File: src/rtl/cfg_rx_pkg.sv
// Shared types for the two-wire configuration receiver.
package cfg_rx_pkg;

    // Sequencer phases of the frame engine
    typedef enum logic [2:0] {
        RX_IDLE,      // no transaction open
        RX_BITS,      // shifting in the 8 data bits of a byte
        RX_ACK_WAIT,  // 8th bit taken, waiting for SCL to fall
        RX_ACK_DRV,   // pulling SDA through the 9th clock
        RX_SKIP       // address mismatch, ignore until START/STOP
    } rx_state_e;

endpackage

File: src/rtl/cfg_rx_sync.sv
// Two-flop synchronizer bank for asynchronous bus lines.
// Assumes: inputs idle high, so flops reset to 1 to avoid false edges.
module cfg_rx_sync #(
    parameter int LINES  = 2,
    parameter int STAGES = 2
) (
    input  logic             clk,
    input  logic             rst_n,
    input  logic [LINES-1:0] async_i,
    output logic [LINES-1:0] sync_o
);

    generate
        for (genvar g = 0; g < LINES; g++) begin : g_line
            logic [STAGES-1:0] chain;

            // Shift the raw line through the metastability chain
            always_ff @(posedge clk) begin
                if (!rst_n) chain <= '1;
                else        chain <= {chain[STAGES-2:0], async_i[g]};
            end

            assign sync_o[g] = chain[STAGES-1];
        end
    endgenerate

endmodule

File: src/rtl/cfg_rx_frame.sv
// Frame engine: START/STOP detection, bit shifting, address compare,
// byte position counting and acknowledge timing.
// Assumes: synchronized SCL/SDA, each SCL phase lasts several clk cycles.
module cfg_rx_frame
    import cfg_rx_pkg::*;
#(
    parameter logic [7:0] DEV_ADDR    = 8'hD2,
    parameter int         FRAME_BYTES = 10,
    localparam int        POS_W       = $clog2(FRAME_BYTES + 1)
) (
    input  logic             clk,
    input  logic             rst_n,
    input  logic             scl_s,
    input  logic             sda_s,
    output logic [7:0]       byte_val,
    output logic             byte_stb,
    output logic [POS_W-1:0] byte_pos,
    output logic             addr_ok,
    output logic             sda_pull
);

    localparam logic [POS_W-1:0] POS_LAST = POS_W'(FRAME_BYTES);

    rx_state_e   state;
    logic        scl_d, sda_d;
    logic [2:0]  bit_cnt;
    logic        ack_rise_seen;
    logic        scl_rise, scl_fall, start_det, stop_det;
    logic [7:0]  next_shift;

    // Bus event decode from current and previous synchronized levels
    always_comb begin
        scl_rise   = scl_s & ~scl_d;
        scl_fall   = ~scl_s & scl_d;
        start_det  = scl_s & scl_d & sda_d & ~sda_s;
        stop_det   = scl_s & scl_d & ~sda_d & sda_s;
        next_shift = {byte_val[6:0], sda_s};
    end

    // Sequencer, shift register and acknowledge driver
    always_ff @(posedge clk) begin
        if (!rst_n) begin
            state         <= RX_IDLE;
            scl_d         <= 1'b1;
            sda_d         <= 1'b1;
            bit_cnt       <= '0;
            byte_val      <= '0;
            byte_stb      <= 1'b0;
            byte_pos      <= '0;
            addr_ok       <= 1'b0;
            sda_pull      <= 1'b0;
            ack_rise_seen <= 1'b0;
        end else begin
            scl_d    <= scl_s;
            sda_d    <= sda_s;
            byte_stb <= 1'b0;
            if (start_det) begin
                state    <= RX_BITS;
                bit_cnt  <= '0;
                byte_pos <= '0;
                addr_ok  <= 1'b0;
                sda_pull <= 1'b0;
            end else if (stop_det) begin
                state    <= RX_IDLE;
                addr_ok  <= 1'b0;
                sda_pull <= 1'b0;
            end else begin
                case (state)
                    RX_BITS: begin
                        if (scl_rise) begin
                            byte_val <= next_shift;
                            if (bit_cnt == 3'd7) begin
                                bit_cnt  <= '0;
                                byte_stb <= 1'b1;
                                if (byte_pos == '0) begin
                                    if (next_shift == DEV_ADDR) begin
                                        addr_ok <= 1'b1;
                                        state   <= RX_ACK_WAIT;
                                    end else begin
                                        state   <= RX_SKIP;
                                    end
                                end else begin
                                    state <= RX_ACK_WAIT;
                                end
                            end else begin
                                bit_cnt <= bit_cnt + 3'd1;
                            end
                        end
                    end
                    RX_ACK_WAIT: begin
                        if (scl_fall) begin
                            sda_pull      <= 1'b1;
                            ack_rise_seen <= 1'b0;
                            state         <= RX_ACK_DRV;
                        end
                    end
                    RX_ACK_DRV: begin
                        if (scl_rise) ack_rise_seen <= 1'b1;
                        if (scl_fall && ack_rise_seen) begin
                            sda_pull <= 1'b0;
                            state    <= RX_BITS;
                            if (byte_pos != POS_LAST) byte_pos <= byte_pos + 1'b1;
                        end
                    end
                    default: ;
                endcase
            end
        end
    end

endmodule

File: src/rtl/cfg_rx_regs.sv
// Control register bank: stores the data bytes of the write window.
// Assumes: byte_stb is a one-cycle pulse aligned with byte_val/byte_pos.
module cfg_rx_regs #(
    parameter int                         NUM_REGS  = 4,
    parameter int                         REG_W     = 8,
    parameter int                         FIRST_POS = 6,
    parameter int                         POS_W     = 4,
    parameter logic [NUM_REGS*REG_W-1:0]  DEFAULTS  = '0
) (
    input  logic                        clk,
    input  logic                        rst_n,
    input  logic [REG_W-1:0]            byte_val,
    input  logic                        byte_stb,
    input  logic [POS_W-1:0]            byte_pos,
    input  logic                        addr_ok,
    output logic [NUM_REGS*REG_W-1:0]   cfg_word
);

    generate
        for (genvar g = 0; g < NUM_REGS; g++) begin : g_reg
            localparam logic [POS_W-1:0] MY_POS = POS_W'(FIRST_POS + g);

            // Load this register when its byte position completes
            always_ff @(posedge clk) begin
                if (!rst_n)
                    cfg_word[g*REG_W +: REG_W] <= DEFAULTS[g*REG_W +: REG_W];
                else if (byte_stb && addr_ok && byte_pos == MY_POS)
                    cfg_word[g*REG_W +: REG_W] <= byte_val;
            end
        end
    endgenerate

endmodule

File: src/rtl/cfg_wr_rx.sv
// Top: write-only two-wire configuration receiver.
// Assumes: clk at least 8x SCL; bus lines idle high; pin SDA is the
// wired-AND of the master and an open-drain driver controlled by sda_pull_o.
module cfg_wr_rx #(
    parameter logic [7:0]  DEV_ADDR    = 8'hD2,
    parameter int          NUM_REGS    = 4,
    parameter int          FIRST_POS   = 6,
    parameter logic [31:0] DEFAULTS    = 32'h13EF4702,
    localparam int         REG_W       = 8,
    localparam int         FRAME_BYTES = FIRST_POS + NUM_REGS,
    localparam int         POS_W       = $clog2(FRAME_BYTES + 1),
    localparam int         CFG_W       = NUM_REGS * REG_W
) (
    input  logic             clk,
    input  logic             rst_n,
    input  logic             scl_i,
    input  logic             sda_i,
    output logic             sda_pull_o,
    output logic [CFG_W-1:0] cfg_word_o
);

    logic [1:0]       sync_q;
    logic             scl_s, sda_s;
    logic [7:0]       byte_val;
    logic             byte_stb;
    logic [POS_W-1:0] byte_pos;
    logic             addr_ok;

    cfg_rx_sync #(.LINES(2), .STAGES(2)) sync_i (
        .clk     (clk),
        .rst_n   (rst_n),
        .async_i ({scl_i, sda_i}),
        .sync_o  (sync_q)
    );

    assign scl_s = sync_q[1];
    assign sda_s = sync_q[0];

    cfg_rx_frame #(.DEV_ADDR(DEV_ADDR), .FRAME_BYTES(FRAME_BYTES)) frame_i (
        .clk      (clk),
        .rst_n    (rst_n),
        .scl_s    (scl_s),
        .sda_s    (sda_s),
        .byte_val (byte_val),
        .byte_stb (byte_stb),
        .byte_pos (byte_pos),
        .addr_ok  (addr_ok),
        .sda_pull (sda_pull_o)
    );

    cfg_rx_regs #(
        .NUM_REGS  (NUM_REGS),
        .REG_W     (REG_W),
        .FIRST_POS (FIRST_POS),
        .POS_W     (POS_W),
        .DEFAULTS  (DEFAULTS[CFG_W-1:0])
    ) regs_i (
        .clk      (clk),
        .rst_n    (rst_n),
        .byte_val (byte_val),
        .byte_stb (byte_stb),
        .byte_pos (byte_pos),
        .addr_ok  (addr_ok),
        .cfg_word (cfg_word_o)
    );

endmodule

File: config.mk
export PLATFORM = sky130hd
export DESIGN_NAME = cfg_wr_rx
export DESIGN_NICKNAME = d
export VERILOG_FILES = /design/src/rtl/cfg_rx_pkg.sv /design/src/rtl/cfg_rx_sync.sv /design/src/rtl/cfg_rx_frame.sv /design/src/rtl/cfg_rx_regs.sv /design/src/rtl/cfg_wr_rx.sv
export SDC_FILE = /design/constraint.sdc
export NUM_CORES = 1
export LEC_CHECK = 0
export BUFFER_PORTS_ARGS = -buffer_cell sky130_fd_sc_hd__buf_2
export CAP_MARGIN = 20
export CORE_UTILIZATION = 56
export CTS_CLUSTER_DIAMETER = 30
export DETAILED_ROUTE_END_ITERATION = 12
export PLACE_DENSITY_LB_ADDON = 0.3
export SYNTH_ARGS = -nofsm -noshare
export SYNTH_HDL_FRONTEND = slang
export SYNTH_SLANG_ARGS = --single-unit
File: constraint.sdc
create_clock -name clk -period 1.7 [get_ports clk]
set_input_delay 0 -clock clk [delete_from_list [all_inputs] [get_ports clk]]
set_output_delay 0 -clock clk [all_outputs]
set_load 0.02 [all_outputs]
==> tab_implementation.tex <==
\begin{tabular}{lr}
\hline
Metric & Value \\
\hline
\multicolumn{2}{l}{\textbf{Detailed routing}} \\
Mean routed wirelength per cell & 13.6 um \\
Vias per cell & 5.50 \\
Detailed-routing iteration count for the pre-antenna-repair pass & 5 \\
Total DRC errors in the routed layout & 0 \\
Vias after detailed routing & 2,095 \\
Antenna Nets Post-Route & 0 \\
Total wirelength of the detailed-routed design & 5.20 mm \\
Count of routing violations after the opening detailed-route iteration & 144 \\
\multicolumn{2}{l}{\textbf{Timing}} \\
Count of endpoints failing setup in the final report & 0 \\
Hold Fails Final Rpt & 0 \\
Min Clock Period, post-route & 1.53 ns \\
Maximum operating frequency & 654 MHz \\
Setup TNS Final & 0 ns \\
Slew Limit Fails & 0 \\
Setup Skew & 0.00480 ns \\
Setup repair after global routing missed its margin & no \\
Final setup slack of the worst path & 0.171 ns \\
Headroom to the max-slew limit & 72.7\% \\
Worst slew pin tran & 0.410 ns \\
Share of the clock period used by the worst path after layout & 89.9\% \\
\multicolumn{2}{l}{\textbf{Floorplan}} \\
Die Y & 68.8 um \\
Placeable core region & 0.00414 mm\^{}2 \\
Starting density of the core & 60.3\% \\
\# IOs & 37 \\
Die extent in x & 68.8 um \\
Row Count & 23 \\
Floorplan die area & 0.00473 mm\^{}2 \\
\multicolumn{2}{l}{\textbf{Place}} \\
Final weighted congestion of routability-driven global placement & 0.769 \\
Cell total after placement & 363 \\
Post-Place Setup Slack & 0.174 ns \\
HPWL reported at the end of detailed placement & 3.63 mm \\
Count of input and output buffers & 36 \\
\multicolumn{2}{l}{\textbf{Finish}} \\
Non-Filler Instances & 381 \\
Final nets & 336 \\
Diode count & 0 \\
Share of layout cells above drive strength 1 & 23.0\% \\
Synth-to-Final Area Change & 19.2\% \\
\multicolumn{2}{l}{\textbf{Global routing}} \\
GR Util All Layers & 24.6\% \\
Maximum number of pins on one net before global-route repair & 31 \\
Layer with the highest usage after global routing & met2 \\
Met2 Use GR & 40.1\% \\
Vias in the first global route & 1,884 \\
Wire length of the first global-routing pass & 8.38 mm \\
Met1 track utilization from global routing & 30.4\% \\
Met3 Usage GRT & 5.43\% \\
Initial antenna violation count & 0 \\
Grt ovf & 0 \\
\multicolumn{2}{l}{\textbf{Worst setup path}} \\
Worst setup SP type & flop \\
Largest delay contributor family on the critical path & simple AND/OR/NAND/NOR gates \\
Highest net fanout along the worst path & 5 \\
Worst Setup Path Type & reg -> reg \\
R2R cell count & 6 \\
Crit-path max cell delay & 0.42 ns \\
Critical Path AT & 1.76 ns \\
Reg2reg setup slack & 0.17 ns \\
Worst setup path startpoint & frame\_i.byte\_pos[0] \\
Capturing point of the worst reg2reg path & frame\_i.byte\_pos[1] \\
Slowest cell on crit path & dfxtp\_1 \\
Critical Path, Cell by Cell & inv\_1 -> ha\_1 -> and3b\_2 -> nor3\_2 -> mux2i\_1 -> nor2\_1 \\
WP data required & 1.93 ns \\
Worst reg2reg startpoint & frame\_i.byte\_pos[0] \\
Worst path bufs/invs & 1 \\
Element type at the critical path end & flop \\
\multicolumn{2}{l}{\textbf{Power and ir drop}} \\
Total leakage power & 1.20 nW \\
Net switching power figure & 0.580 mW \\
Proportion of power drawn by flip-flops and latches & 51.1\% \\
Power per cell area & 933 mW/mm\^{}2 \\
Sw frac & 20.9\% \\
Internal Pwr Total & 2.20 mW \\
Share of total power in combinational logic & 2.3\% \\
IR Drop Worst-Case VDD & 830 uV \\
Clock group share of total power & 46.6\% \\
\multicolumn{2}{l}{\textbf{Min path}} \\
Hold path endpoint & regs\_i.cfg\_word[23] \\
Hold path cells & 2 \\
Startpoint of the lowest-slack hold path & rst\_n \\
Worst hold path class & in -> reg \\
\multicolumn{2}{l}{\textbf{Yosys}} \\
Number of instances in the synthesized netlist & 278 \\
Mapped Avg Cell Area & 8.98 um\^{}2 \\
Async set-or-reset flop fraction in the synthesized netlist & 0\% \\
Sequential cell area fraction in the yosys report & 48.1\% \\
Count of flip-flops with a built-in enable after synthesis & 0 \\
Top flip-flop cell by instance count after synthesis & dfxtp\_1 \\
Mapped Area & 0.00250 mm\^{}2 \\
Synthesized netlist net count & 288 \\
Yosys synthesis warning count & 0 \\
Count of state elements after synthesis & 60 \\
Distinct cell type count of the synthesized netlist & 43 \\
\multicolumn{2}{l}{\textbf{CTS}} \\
Clk pin slew, worst setup/hold paths & 0.07 ns \\
Post-CTS Resized & 0 \\
Number of clock sinks seen by CTS & 60 \\
Post CTS Setup Buffer Count & 0 \\
Clock H-tree levels & 3 \\
Clk\_lat worst skew & 0.33 ns \\
CTS Buf Count & 9 \\
Library cell used as clock root buffer & clkbuf\_8 \\
Cts hold-fix bufs & 2 \\
Maximum count of clock buffers along a single path & 2 \\
Clock tree from TritonCTS & done \\
\multicolumn{2}{l}{\textbf{Run status}} \\
Run status & completed \\
\multicolumn{2}{l}{\textbf{Flow run}} \\
Max Cap Viol & 0 \\
\hline
\end{tabular}
-- cells by family (layout without fill, tap and decap cells) --
logic type	count (synthesis)	after routing	share of synthesized area [%]
mux	1	1	0.401
flops	60	60	48.1
buf+inv	18	71	4.11
xor+xnor	4	4	1.40
fa+ha+maj	6	6	3.01
simple gates	147	147	30.9
compound gates	42	42	12.1
-- power groups by stage --
stage / sequential, mW / combinational (mW) / clock, mW
2_1_floorplan: 1.45 / 0.0406 / 0
3_3_place_gp: 1.45 / 0.0595 / 0
3_5_place_dp: 1.45 / 0.0600 / 0
4_1_cts: 1.42 / 0.0638 / 1.31
5_1_grt: 1.42 / 0.0687 / 1.39
6_report: 1.42 / 0.0639 / 1.29
-- state kept, by name, indices dropped and copies added, names as in the netlist, 3 cells and up --
register and count:
frame_i.bit_cnt 3, frame_i.byte_pos 4, frame_i.byte_val 8, frame_i.state 3, regs_i.cfg_word 32, sync_i.g_line.chain 4
-- stage by stage --
step	instance area (um^2)	power (mW)	utilization (%)	hold WS (ns)
detailed placement	2750	1.51	66.5	0.191
CTS	2980	2.79	71.8	0.0147
floorplan	2500	1.49	-	0.101
finish	2980	2.78	71.8	0.0236
global route	2980	2.87	71.8	0.0230
global placement	2750	1.51	66.5	0.183
-- per-layer routing --
layer | vias to the layer above | routed length, um
met5 | - | 0
met4 | 0 | 25
met3 | 5 | 278
met2 | 62 | 2480
met1 | 978 | 2410
li1 | 1050 | -
-- final cells by class --
cell class	instances	area, um^2
Clock buffer	12	155
Clock inverter	4	47.5
Fill cell	342	1170
Inverter	3	11.3
Multi-Input combinational cell	200	1190
Sequential cell	60	1200
Tap cell	50	62.6
Timing Repair Buffer	52	305
-- cell usage after synthesis, types with 2 or more instances --
cell type / instances / area (um^2)
or3b_1: 2 / 17.5
buf_2: 4 / 20.0
and4b_1: 2 / 20.0
o21ai_0: 2 / 10.0
xnor2_1: 4 / 35.0
clkbuf_1: 5 / 18.8
a21boi_0: 26 / 195
inv_1: 3 / 11.3
and4bb_2: 2 / 25.0
nand3_1: 50 / 250
nand2b_1: 7 / 43.8
nand2_1: 61 / 229
o21ai_1: 2 / 10.0
dfxtp_1: 60 / 1200
ha_1: 6 / 75.1
and3b_2: 2 / 20.0
nor2b_1: 2 / 12.5
nor3_1: 2 / 10.0
buf_4: 3 / 22.5
nor2_1: 7 / 26.3
a21oi_1: 4 / 20.0
-- worst max path at each step --
stage                               end  slack [ns]  cells after the start
floorplan           frame_i.byte_pos[2]        0.13                      7
global placement       frame_i.state[1]        0.24                      6
CTS                 frame_i.byte_pos[2]        0.16                      6
finish              frame_i.byte_pos[1]        0.17                      6
global route        frame_i.byte_pos[1]        0.06                      6
detailed placement  frame_i.byte_pos[2]        0.17                      6
-- layout by cell type, fill, tap and decap left out, types with 3 or more instances in the layout --
master / Yosys / final
buf_4: 3 / 14
nor2_1: 7 / 7
ha_1: 6 / 6
dfxtp_1: 60 / 60
clkbuf_8: 1 / 11
buf_2: 4 / 36
inv_1: 3 / 3
xnor2_1: 4 / 4
nand3_1: 50 / 50
a21boi_0: 26 / 26
nand2_1: 61 / 61
a21oi_1: 4 / 4
nand2b_1: 7 / 7
Power figures use the tool's default switching activity.
